### src/rtl/ivl_timer_pkg.sv
`timescale 1ns/1ps
package ivl_timer_pkg;
  // Default counter and compare width.
  localparam int unsigned IVL_DEF_W = 16;
endpackage

### src/rtl/ivl_cmp_hold.sv
`timescale 1ns/1ps
// Active compare buffer: loads on every write, no period-boundary wait.
module ivl_cmp_hold #(
  parameter int unsigned W = ivl_timer_pkg::IVL_DEF_W
) (
  input  logic         clk,
  input  logic         rst,
  input  logic         wr,
  input  logic [W-1:0] wdata,
  output logic [W-1:0] cmp
);
  logic [W-1:0] cmp_q;

  always_ff @(posedge clk) begin
    if (rst)     cmp_q <= '1;
    else if (wr) cmp_q <= wdata;
  end

  assign cmp = cmp_q;
endmodule

### src/rtl/ivl_counter.sv
`timescale 1ns/1ps
// Up counter with match detection; clears on the matching tick.
module ivl_counter #(
  parameter int unsigned W = ivl_timer_pkg::IVL_DEF_W
) (
  input  logic         clk,
  input  logic         rst,
  input  logic         run,
  input  logic         tick,
  input  logic [W-1:0] limit,
  output logic [W-1:0] count,
  output logic         hit
);
  logic [W-1:0] cnt_q;

  // The match uses the buffer value held before this edge.
  assign hit = run && tick && (cnt_q == limit);

  always_ff @(posedge clk) begin
    if (rst)       cnt_q <= '0;
    else if (!run) cnt_q <= '0;
    else if (tick) cnt_q <= hit ? '0 : cnt_q + W'(1);
  end

  assign count = cnt_q;
endmodule

### src/rtl/ivl_pin_out.sv
`timescale 1ns/1ps
// Registered interrupt pulse and toggling output pin.
module ivl_pin_out (
  input  logic clk,
  input  logic rst,
  input  logic run,
  input  logic idle_level,
  input  logic hit,
  output logic irq,
  output logic tout
);
  logic irq_q;
  logic tout_q;

  always_ff @(posedge clk) begin
    if (rst) irq_q <= 1'b0;
    else     irq_q <= hit;
  end

  always_ff @(posedge clk) begin
    if (rst)       tout_q <= 1'b0;
    else if (!run) tout_q <= idle_level;
    else if (hit)  tout_q <= ~tout_q;
  end

  assign irq  = irq_q;
  assign tout = tout_q;
endmodule

### src/rtl/ivl_timer.sv
`timescale 1ns/1ps
module ivl_timer #(
  parameter int unsigned W = ivl_timer_pkg::IVL_DEF_W
) (
  input  logic         clk,
  input  logic         rst,
  input  logic         tick,
  input  logic         run,
  input  logic         idle_level,
  input  logic         cmp_wr,
  input  logic [W-1:0] cmp_wdata,
  output logic         irq,
  output logic         tout
);
  logic [W-1:0] cmp_q;
  logic [W-1:0] count_q;
  logic         hit;

  ivl_cmp_hold #(.W(W)) u_cmp (
    .clk   (clk),
    .rst   (rst),
    .wr    (cmp_wr),
    .wdata (cmp_wdata),
    .cmp   (cmp_q)
  );

  ivl_counter #(.W(W)) u_cnt (
    .clk   (clk),
    .rst   (rst),
    .run   (run),
    .tick  (tick),
    .limit (cmp_q),
    .count (count_q),
    .hit   (hit)
  );

  ivl_pin_out u_pin (
    .clk        (clk),
    .rst        (rst),
    .run        (run),
    .idle_level (idle_level),
    .hit        (hit),
    .irq        (irq),
    .tout       (tout)
  );
endmodule

### config.mk
export PLATFORM = sky130hd
export DESIGN_NAME = ivl_timer
export DESIGN_NICKNAME = d
export VERILOG_FILES = /design/src/rtl/ivl_timer_pkg.sv /design/src/rtl/ivl_cmp_hold.sv /design/src/rtl/ivl_counter.sv /design/src/rtl/ivl_pin_out.sv /design/src/rtl/ivl_timer.sv
export SDC_FILE = /design/constraint.sdc
export NUM_CORES = 1
export LEC_CHECK = 0
export BUFFER_PORTS_ARGS = -buffer_cell sky130_fd_sc_hd__buf_4
export CAP_MARGIN = 25
export CORE_MARGIN = 2
export CORE_UTILIZATION = 59
export DETAILED_ROUTE_END_ITERATION = 10
export PLACE_DENSITY = 0.82
export SYNTH_ARGS = -nofsm -noshare
export SYNTH_HDL_FRONTEND = slang
export SYNTH_HIERARCHICAL = 1
export SYNTH_SLANG_ARGS = --single-unit
### constraint.sdc
create_clock -name clk -period 2.5 [get_ports clk]
set_input_delay 0.25 -clock clk [delete_from_list [all_inputs] [get_ports clk]]
set_output_delay 0.25 -clock clk [all_outputs]
set_load 0.03 [all_outputs]
# == Word-level counts from Yosys, hierarchy flattened ==
# Cells that the tools add are included.
# word_totals
regBits,34
latch_bits,0
ram_bits,0
romBits,0
inputBits,22
output_inout_bits,2
memories,0
# classes
n_addsub,1
mul,0
div,0
order_cmp,0
n_eq_ne,2
shifts,0
mux,3
bitwise,2
n_reduce_logical,3
# ops
operator,n
"adder 16 x 1 -> 16 bit, second input constant",1
equality test 16 bit,1
2-to-1 mux 16 bit,1
logical AND 1 bit,2
2-to-1 mux 1 bit,2
"inequality test 2 x 1 -> 1 bit, second input constant",1
NOT 1 bit,2
OR reduction 2 bit,1

# == Depth between registers and ports, before layout ==
# Gate-level depths: netlist of run 1.
# logic_depth
word_depth,4
mapped_depth,7

# == Hierarchy ==
# The synthesis of run 1 kept the hierarchy.
# by_module_without_submodules
module,n_inst,cells_each,area_per_inst_um2,seq_area_each_um2
ivl_counter,1,102,888.4,320.3
ivl_cmp_hold,1,53,599.3,320.3
ivl_pin_out,1,6,71.3,40.0

# == Least setup slack after synthesis of run 1 ==
# Ideal clock, no wire load.
# synth_path
path_kind,reg2reg
from,"reg u_cnt.cnt_q[0], in the netlist u_cnt/count[0]"
to,"reg u_cnt.cnt_q[0], in the netlist u_cnt/count[0]"
setup_time_ps,115
arrival_time_ps,1531
path_slack_ps,854
path_stages_with_launch,7
path_buffers,1
synth_period_minus_slack_ps,1646
cell_sequence,dfxtp_1 > xor2_1 > nor4_1 > nand4_1 > o311ai_4 > buf_6 > nor2_1
# synth_between
elab_chain_len,3
# synth_lines
element,line_no,source
start: declaration,ivl_counter.sv:14,logic [W-1:0] cnt_q;
start signal: assignment,ivl_counter.sv:22,else if (tick) cnt_q <= hit ? '0 : cnt_q + W'(1);
branches (longest 2 deep; another with adder 16 x 1 -> 16 bit),-,
2-to-1 mux 16 bit (*),ivl_counter.sv:22,
# Mark *: on every way between the ends.
# A chain may end at the register's enable or synchronous reset.

# == Worst setup path in the final report of run 1 ==
# layout_path
from,"reg u_cnt.cnt_q[0], in the netlist u_cnt/count[0]"
to,"reg u_cnt.cnt_q[6], in the netlist u_cnt/count[6]"
# Same word-level chain as after synthesis.

==> impl_metrics.ini, run 1 <==
[synth]
dominantRegCellSynth = sky130_fd_sc_hd__dfxtp_1
synthCells = 161
syn-num-nets = 184
synth_seq_area_share_pct = 43.66
mappedNetlistArea_um2 = 1559
synth_enable_flop_cells = 0
synth_warnings = 6
syn_avg_cell_area_um2 = 9.683
number_of_synthesized_register_bits = 34
synth-async-reset-ratio_pct = 0
synth.distinct_cells = 23

[global_routing]
maximum_number_of_pins_on_one_net_before_global_route_repair = 33
track_usage_pct = 20.86
grt_antenna_before_repair = 0
grt_pass1_wl_um = 4850
busiest_layer = met2
grt.overflow.total = 0
groute.layer.met1.usage_pct = 24.44
grt_pass1_vias = 1089
grtUsageMet2_pct = 33.67
global_route.usage.met3_pct = 7.260

[final_layout]
drive_above_1_share_pct = 17.49
flow.area_growth_from_synthesis_pct = 12.68
finish.net_count = 206
multi_input_area_um2 = 814.5
commonest_non_fill_non_tap_cells_in_the_layout = sky130_fd_sc_hd__dfxtp_1, sky130_fd_sc_hd__buf_4, sky130_fd_sc_hd__nor2_1, sky130_fd_sc_hd__nor2b_1, sky130_fd_sc_hd__xor2_1
register_area_um2 = 680.7
filler_instances = 202
mostFrequentLayoutCell = sky130_fd_sc_hd__dfxtp_1
instances_no_fill = 213
n_antenna_cell = 0

[worst_setup_path]
critPathCaptureType = flop
critical_path_required_ns = 2.70
criticalPathCategory = flop to flop
cp_max_fo = 16
timing.critical_path.from_type = flop
timing.critical_path.arrival_ns = 2.16

[clock_tree]
tritoncts = done
postCtsResizedCells = 0
cts_hold_repair.buffers = 0
cts_inserted_buffers = 5
number_of_buffers_on_the_longest_clock_path = 2
worst_skew_pair.late_latency_ns = 0.35
cts_max_level = 2
clkTransAtPathRegs_ns = 0.11
cts_root_buffer = sky130_fd_sc_hd__clkbuf_4
clkSinkCount = 34
cts_setup_buffers = 0

[hold_path]
hp-class = primary input to flop

[pwr]
power.leakage_uw = 0.0006757
power_density_nw_per_um2 = 544.8
power.total_uw = 957.1
power.ir.vdd_worst_mv = 0.5112

[placed_design]
port_buffers = 23
placed_cells_incl_taps = 206
globalplace.congestion = 0.8155
dpl.hpwl_um = 2123

[route]
detail-route-antenna-nets = 0
drt-wirelength-per-cell_um = 13.88
vias_per_std_cell = 5.338
drt_first_iter_violations = 27
drc = 0
postRouteWirelength_um = 2957
route.vias.total = 1137
drt_pre_antenna_iters = 4

[sta]
setup_viol = 0
rsz0062_at_grt = false
slew-limit-headroom_pct = 54.73
report.final.slew_viol_count = 0
max_freq_ghz = 0.5118
finalHoldViolCount = 0
finalClockSkew_ns = 0.01595
min_period_over_period_pct = 78.15
max_slew.worst_pin.slew_ns = 0.6774
final.min_clock_period_ns = 1.954
setup-tns-final_ns = 0

[floorplan]
initial_utilization_pct = 62.36
ioPinCount = 24
die_height_um = 55.41
die_width_um = 55.41
rows = 18
core_area_um2 = 2500
die_area_um2 = 3070

[outcome]
run_status = finished, final reports clean

[flow_run]
maxCapViolations = 0
-- layout make-up --
class	instances	share of cell area, %
tap	30	2.137
sequential	34	38.75
timing repair buffer	23	9.829
clock buffer	5	2.137
multi-input combinational	118	46.37
inverter	1	0.2137
clock inverter	2	0.5698
-- metal layers --
metal	vias to the layer above	wire (um)
met5	-	0
met4	0	61
met3	6	125
met2	22	1425
met1	519	1346
li1	590	-
-- cells by family (layout without fill, tap and decap cells) --
logic type      count (synthesis)  in the layout  share of synthesized area (%)
flops                          34             34                          43.66
compound gates                 18             18                          11.48
simple gates                   66             66                          21.35
mux                             1              1                         0.6421
xor+xnor                       32             32                          17.98
fa+ha+maj                       1              1                         0.8024
buf+inv                         9             31                          4.092
-- cells in the mapped netlist, types with 2 or more instances --
| library cell | number | share of area, % |
|---|---|---|
| sky130_fd_sc_hd__nand3_1 | 3 | 0.96 |
| sky130_fd_sc_hd__buf_6 | 3 | 2.2 |
| sky130_fd_sc_hd__xor2_1 | 17 | 9.6 |
| sky130_fd_sc_hd__nand4_1 | 6 | 2.4 |
| sky130_fd_sc_hd__nor4_1 | 4 | 1.6 |
| sky130_fd_sc_hd__nand2_1 | 8 | 1.9 |
| sky130_fd_sc_hd__dfxtp_1 | 34 | 44 |
| sky130_fd_sc_hd__a211o_1 | 16 | 9.0 |
| sky130_fd_sc_hd__nor2b_1 | 17 | 6.8 |
| sky130_fd_sc_hd__nor2_1 | 21 | 5.1 |
| sky130_fd_sc_hd__xnor2_1 | 15 | 8.4 |
| sky130_fd_sc_hd__buf_2 | 2 | 0.64 |
| sky130_fd_sc_hd__nor3_1 | 5 | 1.6 |
-- path summary, 6_finish.rpt --
| path | slack [ns] | start | depth (start not counted) | to |
|---|---|---|---|---|
| worst max-delay path | 0.55 | u_cnt/count[0] | 5 | u_cnt/count[6] |
| worst min-delay path | 0.1 | cmp_wdata[11] | 2 | u_cmp/cmp[11] |
| worst max register to register | 0.55 | u_cnt/count[0] | 5 | u_cnt/count[6] |
| worst min register to register | 0.57 | u_cnt/count[15] | 2 | u_cnt/count[15] |
-- metrics by stage --
step	hold WS, ns	setup WS, ns	utilization [%]	cell area, um2
final	0.09851	0.5462	70.27	1757
after global routing	0.08189	0.3959	70.27	1757
after CTS	0.09306	0.5567	70.27	1757
after detailed placement	0.4600	0.5588	68.37	1709
after global placement	0.4524	0.6400	68.37	1709
after floorplan	0.3146	0.8542	-	1559
-- critical path: stages (launching register included) --
cell                       delay, ns
sky130_fd_sc_hd__dfxtp_1        0.36
sky130_fd_sc_hd__xor2_1         0.18
sky130_fd_sc_hd__nor4_1         0.30
sky130_fd_sc_hd__nand4_1        0.21
sky130_fd_sc_hd__o311ai_4       0.66
sky130_fd_sc_hd__nor2_1         0.12
-- sequential cells by signal, indices dropped and copies added (netlist names) --
name         cells
u_pin/tout       1
u_pin/irq        1
u_cmp/cmp       16
u_cnt/count     16
-- report_power, final --
| group | switching, uW | internal (uW) |
|---|---|---|
| sequential | 14.6 | 562 |
| combinational | 42.9 | 56.0 |
| clock | 181 | 101 |
Power figures use the tool's default switching activity.
==> inputs of run 2 (changes only) <==
- ABC_AREA: not set -> 1
- CORE_UTILIZATION: 59 -> 57
- PLACE_DENSITY: 0.82 -> 0.78
- clock period: 2.5 -> 1.95 ns (I/O delays scaled with it)
==> impl_metrics.ini, run 2 <==
[outcome]
run_status = finished, final reports clean

[sta]
max_freq_ghz = 0.6612
finalClockSkew_ns = 0.009649
final.min_clock_period_ns = 1.512
finalHoldViolCount = 0
report.final.slew_viol_count = 0
min_period_over_period_pct = 77.56
worst_path_setup_slack_after_routing_ns = 0.4377
slew-limit-headroom_pct = 58.62
max_slew.worst_pin.slew_ns = 0.6200
setup_viol = 0
setup-tns-final_ns = 0
rsz0062_at_grt = false
worst_hold_margin_ns = 0.04023

[final_layout]
register_area_um2 = 680.7
finish.net_count = 346
instances_no_fill = 370
mostFrequentLayoutCell = sky130_fd_sc_hd__nand2_1
filler_instances = 346
drive_above_1_share_pct = 22.22
commonest_non_fill_non_tap_cells_in_the_layout = sky130_fd_sc_hd__nand2_1, sky130_fd_sc_hd__inv_1, sky130_fd_sc_hd__dfxtp_1, sky130_fd_sc_hd__buf_4, sky130_fd_sc_hd__nor2_1
n_antenna_cell = 0
flow.area_growth_from_synthesis_pct = 11.34
multi_input_area_um2 = 1057

[clock_tree]
tritoncts = done
number_of_buffers_on_the_longest_clock_path = 2
worst_skew_pair.late_latency_ns = 0.35
cts_inserted_buffers = 5
cts_max_level = 2
clkSinkCount = 34
clkTransAtPathRegs_ns = 0.11
cts_root_buffer = sky130_fd_sc_hd__clkbuf_4

[placed_design]
worst_slack_after_detailed_placement_ns = 0.4536
globalplace.congestion = 0.8892
port_buffers = 23
dpl.hpwl_um = 3212
placed_cells_incl_taps = 361

[synth]
synth_top_area_share_pct = 34.09
synth_enable_flop_cells = 0
yosys-top-cells-area = sky130_fd_sc_hd__dfxtp_1, sky130_fd_sc_hd__nand2_1, sky130_fd_sc_hd__inv_1
synth_seq_area_share_pct = 34.09
synth.distinct_cells = 28
syn-num-nets = 321
synth_warnings = 6
netlist.top_cell.by_area = sky130_fd_sc_hd__dfxtp_1
post-synth-top-count-cell = sky130_fd_sc_hd__nand2_1
number_of_synthesized_register_bits = 34
post_synth_most_frequent_cells = sky130_fd_sc_hd__nand2_1, sky130_fd_sc_hd__inv_1, sky130_fd_sc_hd__dfxtp_1
syn_avg_cell_area_um2 = 6.701
mappedNetlistArea_um2 = 1997
synth-async-reset-ratio_pct = 0
dominantRegCellSynth = sky130_fd_sc_hd__dfxtp_1
synthCells = 298

[global_routing]
maximum_number_of_pins_on_one_net_before_global_route_repair = 18
track_usage_pct = 23.88
grt_pass1_vias = 1655
grt_pass1_wl_um = 7410
grt_antenna_before_repair = 0
grt.overflow.total = 0

[worst_setup_path]
critical_path_required_ns = 2.24
reg2reg_setup_slack_ns = 0.44
critPathMaxStageDelay_ns = 0.37
list_of_cells_traversed_by_the_critical_path = xnor2_1, nand3_1, nor2_1, nand3b_1, nor2_1, inv_1, nand2_1, nand2_1, a21oi_2
criticalPathCategory = flop to flop
cp_max_fo = 4
worst_path_slowest_cell = sky130_fd_sc_hd__dfxtp_1
critPathCaptureType = flop
timing.critical_path.from_type = flop
timing.critical_path.arrival_ns = 1.81

[floorplan]
core_area_um2 = 3363
die_height_um = 63.19
rows = 21
initial_utilization_pct = 59.37
die_width_um = 63.19
die_area_um2 = 3993
ioPinCount = 24

[route]
detail-route-antenna-nets = 0
drc = 0
postRouteWirelength_um = 4275
drt_first_iter_violations = 121
drt-wirelength-per-cell_um = 11.55
drt_pre_antenna_iters = 5
route.vias.total = 1819
vias_per_std_cell = 4.916

[pwr]
power.ir.vdd_worst_mv = 0.4177
power.leakage_uw = 0.001086
power.total_uw = 1347
power_density_nw_per_um2 = 606.0

[flow_run]
maxCapViolations = 0

[hold_path]
hp-class = primary input to flop
## run 2: changes by cell type in the layout (fill, tap and decap cells not counted), moves of 8 or more
cell / previous run / this run
sky130_fd_sc_hd__nand2_1: 8 / 101
sky130_fd_sc_hd__inv_1: 1 / 43
sky130_fd_sc_hd__nor2b_1: 17 / 0
sky130_fd_sc_hd__a211o_1: 16 / 0
sky130_fd_sc_hd__nand3_1: 3 / 18
sky130_fd_sc_hd__xnor2_1: 15 / 1
sky130_fd_sc_hd__nor2_2: 0 / 13
sky130_fd_sc_hd__xor2_1: 17 / 5
sky130_fd_sc_hd__nand3_2: 0 / 11
sky130_fd_sc_hd__nand2_2: 0 / 9
sky130_fd_sc_hd__o21ai_0: 0 / 8
## run 2: metrics by stage
step	util (%)	cell area, um2
after floorplan	-	1997
after detailed placement	63.91	2150
after global routing	66.11	2223
after global placement	63.91	2150
final	66.11	2223
after CTS	66.11	2223
## run 2: cell families (layout without fill, tap and decap cells)
| kind of cell | Yosys count | after routing | synth area share (%) |
|---|---|---|---|
| simple gates | 192 | 192 | 46.37 |
| xor+xnor | 6 | 6 | 2.632 |
| compound gates | 12 | 12 | 3.321 |
| buf+inv | 53 | 79 | 12.97 |
| fa+ha+maj | 1 | 1 | 0.6265 |
| flops | 34 | 34 | 34.09 |
## run 2: repair_timing
action / CTS / global route
gates resized for setup: 0 / 0
endpoints found under the hold margin: 1 / 0
endpoints found under the setup margin: 0 / 0
setup buffers: 0 / 0
hold buffers: 1 / 0
## run 2: worst paths after layout
kind,startpoint,end,cells past startpoint
worst max-delay path,u_cnt/count[10],u_pin/tout,9
worst max register to register,u_cnt/count[10],u_pin/tout,9
worst min-delay path,cmp_wdata[13],u_cmp/cmp[13],3
worst min register to register,u_cmp/cmp[0],u_cmp/cmp[0],2
## run 2: final cells by class
cell class / count / share of cell area, %
Multi-Input combinational cell: 211 / 47.55
Clock inverter: 2 / 0.5627
Inverter: 47 / 8.160
Sequential cell: 34 / 30.61
Clock buffer: 6 / 2.307
Tap cell: 46 / 2.589
Timing Repair Buffer: 24 / 8.216
## run 2: critical path: cells and delay by family, from the launching register on
kind | cells | cell delay, ns
compound gates | 1 | 0.12
xor+xnor | 1 | 0.32
buf+inv | 1 | 0.07
flops | 1 | 0.37
simple gates | 6 | 0.59
## run 2: power by group
group          total, uW  internal [uW]  leakage, uW  switching [uW]
clock                429            173    0.0000343             255
sequential           749            721     0.000279            27.4
combinational        170           73.9     0.000773            96.2
## run 2: layer usage
layer	vias up	global-route usage, %	routed length [um]
met4	0	9.511	94
met1	803	31.03	2010
met5	-	0	0
met2	42	38.03	1960
met3	9	5.893	209
li1	965	-	-
==> inputs of run 3 (changes only) <==
- ABC_AREA: 1 -> 0
- CORE_UTILIZATION: 57 -> 55
- clock period: 1.95 -> 1.4 ns (I/O delays scaled with it)
==> impl_metrics.ini, run 3 (same netlist as run 1, synthesis figures left out) <==
[outcome]
run_status = finished, violations left
violations = setup timing

[route]
drc = 0
drt_first_iter_violations = 51
detail-route-antenna-nets = 0
vias_per_std_cell = 5.407
route.vias.total = 1368
drt_pre_antenna_iters = 4
postRouteWirelength_um = 3811
drt-wirelength-per-cell_um = 15.06

[sta]
finalClockSkew_ns = 0.005849
final.min_clock_period_ns = 1.700
min_period_over_period_pct = 121.4
rsz0062_at_grt = true
slew-limit-headroom_pct = 79.25
report.final.slew_viol_count = 0
setup_viol = 18
worst_hold_margin_ns = 0.1020
worst_path_setup_slack_after_routing_ns = -0.3002
max_slew.worst_pin.slew_ns = 0.3083
finalHoldViolCount = 0
max_freq_ghz = 0.5882

[placed_design]
worst_slack_after_detailed_placement_ns = -0.3760
globalplace.congestion = 0.8839
port_buffers = 23
post_dp_cell_area_um2 = 1882
dpl.hpwl_um = 2548

[clock_tree]
cts_max_level = 2
number_of_buffers_on_the_longest_clock_path = 2
cts_root_buffer = sky130_fd_sc_hd__clkbuf_4
cts_setup_buffers = 0
worst_skew_pair.late_latency_ns = 0.35
clkSinkCount = 34
clkTransAtPathRegs_ns = 0.10
tritoncts = done
cts_inserted_buffers = 5

[floorplan]
die_width_um = 57.24
die_area_um2 = 3276
initial_utilization_pct = 57.03
ioPinCount = 24
die_height_um = 57.24
rows = 19
core_area_um2 = 2734

[worst_setup_path]
timing.critical_path.from_type = flop
crit_end = u_cnt/count[11]
reg2reg_setup_slack_ns = -0.30
regToRegStartpoint = u_cnt/count[2]
criticalPathCategory = flop to flop
critical_path_required_ns = 1.65
list_of_cells_traversed_by_the_critical_path = xor2_1, nor4_2, nand2_1, o311ai_4, buf_12, nor2_1
critPathMaxStageDelay_ns = 0.36
worst_r2r_path_depth = 6
rr_endpoint = u_cnt/count[11]
worst_setup_path_startpoint = u_cnt/count[2]
worst_path_slowest_cell = sky130_fd_sc_hd__dfxtp_1
cp_max_fo = 16
timing.critical_path.arrival_ns = 1.95
critPathCaptureType = flop

[final_layout]
filler_instances = 161
flow.area_growth_from_synthesis_pct = 37.32
n_antenna_cell = 0
drive_above_1_share_pct = 27.48
register_area_um2 = 684.4
finish.net_count = 244
final_design_area_no_fill_um2 = 2141
multi_input_area_um2 = 837.1
mostFrequentLayoutCell = sky130_fd_sc_hd__buf_4
commonest_non_fill_non_tap_cells_in_the_layout = sky130_fd_sc_hd__buf_4, sky130_fd_sc_hd__dfxtp_1, sky130_fd_sc_hd__nor2_1

[global_routing]
grt.overflow.total = 0
track_usage_pct = 27.00
grt_pass1_vias = 1369
grt_antenna_before_repair = 0
maximum_number_of_pins_on_one_net_before_global_route_repair = 33
grt_pass1_wl_um = 6430

[pwr]
power.leakage_uw = 0.0008654
power.total_uw = 1850
power.ir.vdd_worst_mv = 1.100
power_density_nw_per_um2 = 864.3

[hold_path]
hp-class = primary input to flop

[flow_run]
maxCapViolations = 0
[run 3: repair_timing]
action                                  in CTS  in global routing
hold buffers                                17                  0
endpoints found under the hold margin       17                  0
endpoints found under the setup margin      18                 18
pin swaps                                    2                  0
resized for setup                            6                  0
[run 3: critical path, delay by kind of cell, from the launching register on]
kind | cells | cell delay (ns)
buf+inv | 1 | 0.18
xor+xnor | 1 | 0.18
simple gates | 3 | 0.54
compound gates | 1 | 0.33
flops | 1 | 0.36
[run 3: worst min-delay path by stage]
stage,startpoint,endpoint,slack (ns),cells after the start
final,tick,u_cnt/count[0],0.10,3
after global routing,rst,u_pin/tout,0.10,2
after CTS,rst,u_pin/tout,0.08,2
after detailed placement,cmp_wdata[13],u_cmp/cmp[13],0.35,2
after global placement,cmp_wdata[2],u_cmp/cmp[2],0.34,2
after floorplan,rst,u_pin/tout,0.20,1
[run 3: layer usage]
metal	wire length [um]	global-route usage (%)
met5	0	0
met4	91	12.62
met3	175	8.390
met2	1958	47.29
met1	1586	29.70
[run 3: through the flow]
stage	TNS (ns)	std cells	util, %
2_1_floorplan	-2.351	161	-
3_3_place_gp	-4.953	228	68.83
3_5_place_dp	-4.850	228	68.83
4_1_cts	-4.185	253	78.31
5_1_grt	-6.512	253	78.31
6_report	-5.028	253	78.31
[run 3: final cells by class]
type	instances	area share [%]
repair buffers	61	23.96
clock buffers	6	2.396
multi-input cells	118	39.10
clock inverters	2	0.5845
flip-flops and latches	34	31.97
well taps	31	1.812
inverters	1	0.1753
[run 3: power breakdown]
| group | internal, uW | switching [uW] |
|---|---|---|
| clock | 241 | 344 |
| combinational | 139 | 95.7 |
| sequential | 1000 | 26.4 |
| total | 1380 | 466 |
